==> src/rtl/os_avg_pkg.sv <==
package os_avg_pkg;
    // Largest shift: ratio 64
    localparam int MAX_SHIFT = 6;

    typedef enum logic [1:0] {
        ST_IDLE,
        ST_WAIT,
        ST_PACE,
        ST_DONE
    } seq_state_t;

    // Ratio code to shift amount; the reserved code falls back to ratio 1
    function automatic logic [2:0] code_to_shift(input logic [2:0] code);
        return (code == 3'b111) ? 3'd0 : code;
    endfunction
endpackage

==> src/rtl/os_trig.sv <==
module os_trig (
    input  logic clk,
    input  logic rst_n,
    input  logic cnvst_a,
    input  logic cnvst_b,
    output logic start_rise,
    output logic level_diff
);
    logic merged;
    logic prev_d, prev_q;

    always_comb begin
        merged     = cnvst_a | cnvst_b;
        prev_d     = merged;
        start_rise = merged & ~prev_q;
        level_diff = cnvst_a ^ cnvst_b;
    end

    always_ff @(posedge clk) begin
        if (!rst_n) prev_q <= 1'b0;
        else        prev_q <= prev_d;
    end
endmodule

==> src/rtl/os_seq.sv <==
module os_seq #(
    parameter int ROUND_CYCLES = 250
) (
    input  logic       clk,
    input  logic       rst_n,
    input  logic       start_rise,
    input  logic       level_diff,
    input  logic       smp_valid,
    input  logic [2:0] ratio_code,
    output logic       busy,
    output logic       smp_req,
    output logic       acc_en,
    output logic       acc_first,
    output logic       load,
    output logic [2:0] shift_cur,
    output logic       overrun,
    output logic       invalid_cfg,
    output logic       cnvst_mismatch
);
    import os_avg_pkg::*;

    localparam int TMR_W = $clog2(ROUND_CYCLES + 1);
    localparam int RND_W = MAX_SHIFT;
    localparam logic [TMR_W-1:0] TMR_MAX  = {TMR_W{1'b1}};
    localparam logic [TMR_W-1:0] TMR_LAST = TMR_W'(ROUND_CYCLES - 1);

    typedef struct packed {
        seq_state_t       state;
        logic             busy;
        logic             req;
        logic [TMR_W-1:0] timer;
        logic [RND_W-1:0] rnd;
        logic [2:0]       shift;
        logic             ovr;
        logic             inv;
        logic             mis;
    } seq_regs_t;

    seq_regs_t        q, d;
    logic [RND_W:0]   n_full;
    logic [RND_W-1:0] last_rnd;

    always_comb begin
        n_full   = (RND_W + 1)'(1) << q.shift;
        last_rnd = RND_W'(n_full - 1'b1);

        d     = q;
        d.req = 1'b0;

        if (start_rise && q.busy)          d.ovr = 1'b1;
        if ((q.shift != 3'd0) && level_diff) d.mis = 1'b1;

        case (q.state)
            ST_IDLE: begin
                if (start_rise) begin
                    d.state = ST_WAIT;
                    d.busy  = 1'b1;
                    d.req   = 1'b1;
                    d.timer = '0;
                    d.rnd   = '0;
                end
            end
            ST_WAIT: begin
                if (q.timer != TMR_MAX) d.timer = q.timer + 1'b1;
                if (smp_valid) begin
                    if (q.rnd == last_rnd) begin
                        d.state = ST_DONE;
                    end else begin
                        d.rnd   = q.rnd + 1'b1;
                        d.state = ST_PACE;
                    end
                end
            end
            ST_PACE: begin
                if (q.timer != TMR_MAX) d.timer = q.timer + 1'b1;
                if (q.timer >= TMR_LAST) begin
                    d.req   = 1'b1;
                    d.timer = '0;
                    d.state = ST_WAIT;
                end
            end
            ST_DONE: begin
                d.busy  = 1'b0;
                d.state = ST_IDLE;
                d.shift = code_to_shift(ratio_code);
                if (ratio_code == 3'b111) d.inv = 1'b1;
            end
            default: d.state = ST_IDLE;
        endcase

        busy           = q.busy;
        smp_req        = q.req;
        acc_en         = (q.state == ST_WAIT) && smp_valid;
        acc_first      = (q.rnd == '0);
        load           = (q.state == ST_DONE);
        shift_cur      = q.shift;
        overrun        = q.ovr;
        invalid_cfg    = q.inv;
        cnvst_mismatch = q.mis;
    end

    always_ff @(posedge clk) begin
        if (!rst_n) begin
            q <= '{state: ST_IDLE, busy: 1'b0, req: 1'b0, timer: '0,
                   rnd: '0, shift: 3'd0, ovr: 1'b0, inv: 1'b0, mis: 1'b0};
        end else begin
            q <= d;
        end
    end
endmodule

==> src/rtl/os_lane.sv <==
module os_lane #(
    parameter int DATA_W = 16,
    parameter int ACC_W  = 22
) (
    input  logic              clk,
    input  logic              rst_n,
    input  logic              en,
    input  logic              first,
    input  logic              load,
    input  logic [2:0]        shift,
    input  logic [DATA_W-1:0] sample,
    output logic [DATA_W-1:0] result
);
    logic signed [ACC_W-1:0] acc_d, acc_q, ext, shifted;
    logic [DATA_W-1:0]       res_d, res_q;

    always_comb begin
        ext     = ACC_W'($signed(sample));
        shifted = acc_q >>> shift;
        acc_d   = acc_q;
        if (en) acc_d = first ? ext : (acc_q + ext);
        res_d   = load ? shifted[DATA_W-1:0] : res_q;
        result  = res_q;
    end

    always_ff @(posedge clk) begin
        if (!rst_n) begin
            acc_q <= '0;
            res_q <= '0;
        end else begin
            acc_q <= acc_d;
            res_q <= res_d;
        end
    end
endmodule

==> src/rtl/os_avg_ctrl.sv <==
module os_avg_ctrl #(
    parameter int NUM_CH       = 6,
    parameter int DATA_W       = 16,
    parameter int ROUND_CYCLES = 250
) (
    input  logic                     clk,
    input  logic                     rst_n,
    input  logic                     cnvst_a,
    input  logic                     cnvst_b,
    input  logic [2:0]               ratio_code,
    output logic                     smp_req,
    input  logic                     smp_valid,
    input  logic [NUM_CH*DATA_W-1:0] smp_data,
    output logic                     busy,
    output logic [NUM_CH*DATA_W-1:0] result,
    output logic                     overrun,
    output logic                     invalid_cfg,
    output logic                     cnvst_mismatch
);
    localparam int ACC_W = DATA_W + os_avg_pkg::MAX_SHIFT;

    logic       start_rise, level_diff;
    logic       acc_en, acc_first, load;
    logic [2:0] shift_cur;

    os_trig u_trig (
        .clk        (clk),
        .rst_n      (rst_n),
        .cnvst_a    (cnvst_a),
        .cnvst_b    (cnvst_b),
        .start_rise (start_rise),
        .level_diff (level_diff)
    );

    os_seq #(.ROUND_CYCLES(ROUND_CYCLES)) u_seq (
        .clk            (clk),
        .rst_n          (rst_n),
        .start_rise     (start_rise),
        .level_diff     (level_diff),
        .smp_valid      (smp_valid),
        .ratio_code     (ratio_code),
        .busy           (busy),
        .smp_req        (smp_req),
        .acc_en         (acc_en),
        .acc_first      (acc_first),
        .load           (load),
        .shift_cur      (shift_cur),
        .overrun        (overrun),
        .invalid_cfg    (invalid_cfg),
        .cnvst_mismatch (cnvst_mismatch)
    );

    for (genvar ch = 0; ch < NUM_CH; ch++) begin : g_lane
        os_lane #(.DATA_W(DATA_W), .ACC_W(ACC_W)) u_lane (
            .clk    (clk),
            .rst_n  (rst_n),
            .en     (acc_en),
            .first  (acc_first),
            .load   (load),
            .shift  (shift_cur),
            .sample (smp_data[ch*DATA_W +: DATA_W]),
            .result (result[ch*DATA_W +: DATA_W])
        );
    end
endmodule

==> config.mk <==
export PLATFORM = sky130hd
export DESIGN_NAME = os_avg_ctrl
export DESIGN_NICKNAME = d
export VERILOG_FILES = /design/src/rtl/os_avg_pkg.sv /design/src/rtl/os_trig.sv /design/src/rtl/os_seq.sv /design/src/rtl/os_lane.sv /design/src/rtl/os_avg_ctrl.sv
export SDC_FILE = /design/constraint.sdc
export NUM_CORES = 1
export LEC_CHECK = 0
export BUFFER_PORTS_ARGS = -buffer_cell sky130_fd_sc_hd__buf_2
export CORE_MARGIN = 5
export CORE_UTILIZATION = 55
export CTS_BUF_LIST = sky130_fd_sc_hd__clkbuf_16
export DETAILED_ROUTE_END_ITERATION = 10
export GPL_TIMING_DRIVEN = 1
export HOLD_SLACK_MARGIN = 0.03
export PLACE_DENSITY = 0.72
export REMOVE_ABC_BUFFERS = 1
export SLEW_MARGIN = 20
export SYNTH_ARGS = -nofsm -noshare
export SYNTH_HDL_FRONTEND = slang
export SYNTH_SLANG_ARGS = --single-unit
==> constraint.sdc <==
create_clock -name clk -period 3.35 [get_ports clk]
set_clock_uncertainty 0.1 [all_clocks]
set_input_delay 0.5025 -clock clk [delete_from_list [all_inputs] [get_ports clk]]
set_output_delay 0.5025 -clock clk [all_outputs]
set_load 0.01 [all_outputs]
==> results.yml, run 1 <==
clocking:
  clk_pin_slew_ns: 0.06
  root_buffer: "clkbuf_16"
  cts_tree: "done"
  cts_max_path_buffers: 3
  htreeDepth: 1
  cts-buffers-inserted: 31
  clk_latency_ns: 0.57
  cts_sinks: 253
yosys:
  async_flop_share_pct: 0
  synth-seq-area-share_pct: 25.8
  avgSynthCellArea_um2: 8.27
  synthesis.area_mm2: 0.0196
  yosys_warnings: 0
  synthFlopType: "dfxtp_1"
  syn_inst: 2372
  synth_cell_types: 73
  synth_edf_count: 0
  ys_ff_latch: 253
timing:
  setup_viol: 0
  rsz0062_at_grt: "no"
  worstMarginPinSlew_ns: 1.19
  period_share_pct: 92.7
  max_freq_mhz: 322
  slew_violations: 0
  finalHoldViolCount: 0
  slew_headroom_pct: 20.5
  min_period_ns: 3.10
global_route:
  grt_usage_pct: 28.6
  grt_max_degree: 87
  grt_pass1_wl_mm: 94.0
  antenna_found_initial: 2
  grt_pass1_vias: 18200
  grt_overflow: 0
status:
  status: "finished, final reports clean"
finish:
  stdcell_count: 2978
  final_util_pct: 62.1
  layout_commonest_cell: "nor2_1"
  nets: 2741
  drive_gt1_share_pct: 17.3
  final_cell_mix: "258 x nor2_1, 250 x dfxtp_1, 245 x nand2_1"
  final_area_mm2: 0.0220
  area_growth_pct: 12.1
pwr:
  internal_power_mw: 8.22
  static-leakage-power_nw: 9.29
  p_switching_mw: 6.18
  clockPowerShare_pct: 21.4
  power_density_mw_per_mm2: 655
  swShare_pct: 42.9
  p_total_mw: 14.4
  peakVddDrop_mv: 0.457
  power_frac_comb_pct: 48.7
  sequentialPowerShare_pct: 29.9
drt:
  route.met3.wl_mm: 4.51
  routed_wl_mm: 57.8
  wl_met2_mm: 26.8
  drtIter0Drc: 1263
  route.detailed.drc: 0
  post_drt_wl_per_cell_um: 19.4
  drt-pass1-iter-count: 5
  ant_nets: 0
  top_layer: "met5"
  via_per_inst: 6.36
  met1_length_mm: 25.0
  vias: 18900
worst_setup_path:
  worst-path-max-fanout: 4
  crit_required_ns: 3.75
  worst_ep_arrival_time_ns: 3.51
  r2r_slack_ns: 0.25
  cp-end-kind: "flip-flop"
  cp-start-kind: "flip-flop"
  reg2reg_depth: 11
  path_class: "reg -> reg"
  r2r-start: "g_lane[2].u_lane.acc_q[0]"
  rr_endpoint: "g_lane[2].u_lane.acc_q[12]"
floorplan:
  die_h_um: 199
  rows: 69
  die_w_um: 199
  initial_core_util_pct: 55.4
  ios: 205
  design.die.area_mm2: 0.0396
  core_region_area_mm2: 0.0354
placed_design:
  placedCellCount: 2922
  dpl-instance-area_mm2: 0.0211
  io_buffers: 204
  hpwl_mm: 41.0
  gp_congestion: 0.954
run:
  drv_cap: 0
worst_hold_path:
  hp-start: "smp_data[53]"
  hold_path_end: "g_lane[3].u_lane.acc_q[5]"
  hold_depth: 3
  hp-class: "in -> reg"
critical path: stages (launching register included):
cell	delay, ns
dfxtp_1	0.32
ha_1	0.22
fa_1	0.45
a21o_1	0.20
a21o_1	0.22
a2111oi_2	0.47
nor3_1	0.17
or3_1	0.37
a21oi_1	0.17
xnor2_1	0.13
nand2_1	0.07
a21oi_1	0.14
what timing repair did:
action                     in CTS  in global routing
setup buffers                   0                  0
hold buffers                    0                  0
resized for setup               0                  1
setup endpoints to repair       0                  2
per-layer routing:
| metal | global-route usage, % | vias to the layer above |
|---|---|---|
| met3 | 4.22 | 113 |
| li1 | - | 9107 |
| met2 | 47.6 | 682 |
| met1 | 38.9 | 9040 |
| met4 | 8.00 | 2 |
| met5 | 0 | - |
worst max-delay path by stage:
stage | startpoint | endpoint | cells after the start
floorplan | u_seq.q[23] | g_lane[2].u_lane.acc_q[17] | 7
global placement | smp_data[32] | g_lane[2].u_lane.acc_q[12] | 12
detailed placement | smp_data[32] | g_lane[2].u_lane.acc_q[12] | 12
CTS | g_lane[2].u_lane.acc_q[0] | g_lane[2].u_lane.acc_q[12] | 11
global route | g_lane[0].u_lane.acc_q[0] | g_lane[0].u_lane.acc_q[18] | 12
finish | g_lane[2].u_lane.acc_q[0] | g_lane[2].u_lane.acc_q[12] | 11
sequential cells by signal, summed over array words and instances, names as in the netlist:
register / cells
u_seq.overrun: 1
u_seq.q: 16
u_seq.cnvst_mismatch: 1
g_lane.u_lane.acc_q: 132
u_trig.prev_q: 1
u_seq.invalid_cfg: 1
u_seq.smp_req: 1
g_lane.u_lane.result: 96
u_seq.shift_cur: 3
u_seq.busy: 1
cell type report:
type,instances,area [µm²]
Antenna cell,1,2.50
Multi-Input combinational cell,1922,13800
Fill cell,3155,13400
Inverter,41,158
Clock buffer,31,776
Tap cell,461,577
Sequential cell,253,5070
Timing Repair Buffer,245,1460
Clock inverter,24,133
synth_stat cells (5+ instances only):
master    instances  share of area [%]
nor3b_1           6               0.23
a211oi_1         87                3.3
o21a_1           21               0.80
nand2_1         247                4.7
a311oi_1         51                2.3
nor2_1          260                5.0
a21oi_1         205                5.2
buf_1            19               0.36
or2_2             8               0.26
inv_1            40               0.77
a21o_1           61                2.3
a22oi_1          21               0.80
a41oi_1           8               0.36
xnor2_1          68                3.0
dfxtp_1         253                 26
nor3_1           38               0.97
o31ai_1           5               0.19
fa_1              6               0.61
nand3_1          44                1.1
mux4_2           78                9.0
nand4_1          11               0.35
o22ai_1           6               0.19
nor4_1            5               0.16
nand2b_1         14               0.45
ha_1            137                8.7
clkbuf_1        113                2.2
and2_1            9               0.29
and3_1           12               0.38
or3_1            13               0.41
nor2b_1          16               0.51
a221oi_1          6               0.27
o21bai_1         13               0.50
o21ai_1          22               0.56
o211ai_1         23               0.88
o21ai_0         156                4.0
buf_2            21               0.54
mux2_2           36                2.1
a31oi_1          61                1.9
xor2_1           27                1.2
mux2i_1          92                4.7
kinds of logic after synthesis:
kind of cell | after synthesis | share of synthesized area, %
flip-flops | 253 | 25.8
AND/OR/NAND/NOR | 700 | 15.5
buffers and inverters | 197 | 3.98
adder cells (fa/ha/maj) | 143 | 9.35
multiplexers | 208 | 15.8
XOR/XNOR | 95 | 4.24
AO/OA/AOI/OAI | 776 | 25.3
through the flow:
step	setup WS [ns]	TNS, ns	hold WS, ns
5_1_grt	0.0123	0	0.109
3_3_place_gp	-0.0268	-0.0268	0.348
4_1_cts	0.245	0	0.0851
3_5_place_dp	-0.0345	-0.0672	0.357
6_report	0.246	0	0.108
2_1_floorplan	-4.84	-797.54	0.356
power groups by stage:
stage / Sequential [mW] / Combinational [mW] / Clock, mW
2_1_floorplan: 4.22 / 5.21 / 0
3_3_place_gp: 4.32 / 6.73 / 0
3_5_place_dp: 4.35 / 6.90 / 0
4_1_cts: 4.29 / 6.95 / 3.14
5_1_grt: 4.40 / 7.78 / 3.25
6_report: 4.31 / 7.01 / 3.08
Note: power is estimated with default switching activity, not from simulation.
==> inputs of run 2 (changes only) <==
PLACE_DENSITY = 0.79   (was 0.72)
==> results.yml, run 2 (same netlist as run 1, synthesis figures left out) <==
status:
  status: "finished, final reports clean"
timing:
  slew_violations: 0
  period_share_pct: 95.5
  setup_ws_ns: 0.151
  rsz0062_at_grt: "no"
  worstMarginPinSlew_ns: 0.937
  slew_headroom_pct: 37.5
  finalHoldViolCount: 0
  min_period_ns: 3.20
  max_freq_mhz: 313
  setup_viol: 0
floorplan:
  initial_core_util_pct: 55.4
  rows: 69
  die_h_um: 199
  die_w_um: 199
  design.die.area_mm2: 0.0396
  core_region_area_mm2: 0.0354
  ios: 205
drt:
  post_drt_wl_per_cell_um: 19.8
  via_per_inst: 6.41
  vias: 19100
  routed_wl_mm: 58.9
  ant_nets: 0
  drt-pass1-iter-count: 7
  drtIter0Drc: 1459
  route.detailed.drc: 0
pwr:
  peakVddDrop_mv: 0.464
  p_total_mw: 14.7
  power_density_mw_per_mm2: 668
  static-leakage-power_nw: 9.26
clocking:
  clk_latency_ns: 0.58
  clk_pin_slew_ns: 0.06
  cts_tree: "done"
  ctsResizeCount: 0
  root_buffer: "clkbuf_16"
  cts_max_path_buffers: 3
  cts_sinks: 253
  htreeDepth: 1
  hold_buffers: 0
  cts_setup_buffers: 0
  cts-buffers-inserted: 30
worst_setup_path:
  r2r-start: "g_lane[0].u_lane.acc_q[0]"
  r2r_slack_ns: 0.15
  reg2reg_depth: 12
  worst-path-max-fanout: 5
  cp-start-kind: "flip-flop"
  worst_ep_arrival_time_ns: 3.59
  rr_endpoint: "g_lane[0].u_lane.acc_q[18]"
  cp-end-kind: "flip-flop"
  crit_required_ns: 3.74
  path_class: "reg -> reg"
global_route:
  grt_max_degree: 93
  grt_usage_pct: 28.8
  antenna_found_initial: 2
  grt_pass1_wl_mm: 95.0
  grt_pass1_vias: 18500
  grt_overflow: 0
worst_hold_path:
  hp-class: "in -> reg"
  hp-start: "smp_data[6]"
  hold_path_end: "g_lane[0].u_lane.acc_q[6]"
  hold_depth: 3
placed_design:
  place_ws_ns: -0.0446
  io_buffers: 204
  gp_congestion: 0.918
  hpwl_mm: 40.7
  dpl-instance-area_mm2: 0.0210
finish:
  area_growth_pct: 12.2
  fill_cells: 3058
  nets: 2737
  drive_gt1_share_pct: 17.5
  final_cell_mix: "258 x nor2_1, 250 x dfxtp_1, 245 x nand2_1"
  regArea_mm2: 0.00507
  top_register: "g_lane.u_lane.acc_q"
  layout_commonest_cell: "nor2_1"
  final_area_mm2: 0.0220
  largest_reg_flops: 132
  multi_input_area_mm2: 0.0138
run:
  drv_cap: 0
-- run 2: cell count changes in the layout (fill, tap and decap cells not counted), sizes merged --
cell / previous run / this run
clkinvlp: 1 / 7
inv: 48 / 43
buf: 245 / 242
bufinv: 1 / 3
clkinv: 15 / 13
diode: 1 / 2
-- run 2: worst max-delay path by stage --
stage / endpoint / slack (ns) / startpoint
after CTS: g_lane[0].u_lane.acc_q[18] / 0.21 / g_lane[0].u_lane.acc_q[0]
after floorplan: g_lane[2].u_lane.acc_q[17] / -4.84 / u_seq.q[23]
after global placement: g_lane[2].u_lane.acc_q[12] / -0.006 / smp_data[32]
after detailed placement: g_lane[4].u_lane.acc_q[20] / -0.04 / smp_data[64]
final: g_lane[0].u_lane.acc_q[18] / 0.15 / g_lane[0].u_lane.acc_q[0]
after global routing: g_lane[0].u_lane.acc_q[18] / 0.04 / g_lane[0].u_lane.acc_q[0]
-- run 2: worst max-delay path: stages (launching register included) --
cell	delay [ns]
dfxtp_1	0.33
ha_1	0.22
fa_1	0.43
a211oi_1	0.28
o21bai_1	0.13
a31oi_1	0.21
buf_4	0.18
o211ai_1	0.12
a31oi_1	0.28
nor2b_1	0.09
o21ai_1	0.16
mux2_1	0.35
a211oi_1	0.23
-- run 2: routing by layer --
layer | wire, µm | global-route usage, % | share of wire, % | vias up
met4 | 2250 | 11.0 | 3.8 | 2
li1 | - | - | - | 9105
met1 | 24900 | 38.4 | 42 | 9058
met5 | 7 | 0 | 0.012 | -
met2 | 27200 | 48.0 | 46 | 752
met3 | 4420 | 3.59 | 7.5 | 159
-- run 2: through the flow --
step                      hold WS (ns)  TNS [ns]  util [%]  cells
after floorplan                  0.356   -797.54         -   2216
after global placement           0.346  -0.00643      59.4   2919
after detailed placement         0.352   -0.0940      59.4   2919
after CTS                       0.0802         0      62.2   2975
after global routing             0.101         0      62.2   2976
final                           0.0927         0      62.2   2977
-- run 2: area by class of cell --
type | count | share of cell area (%)
timing repair buffer | 242 | 6.34
tap | 461 | 2.62
clock inverter | 25 | 0.961
sequential | 253 | 23.1
multi-input combinational | 1922 | 62.8
antenna | 2 | 0.0227
inverter | 41 | 0.716
clock buffer | 31 | 3.52
-- run 2: where the power goes --
group          total [mW]  switching [mW]  internal (mW)
Clock                3.32            1.41           1.91
Combinational        7.07            4.17           2.90
Sequential           4.31           0.723           3.58
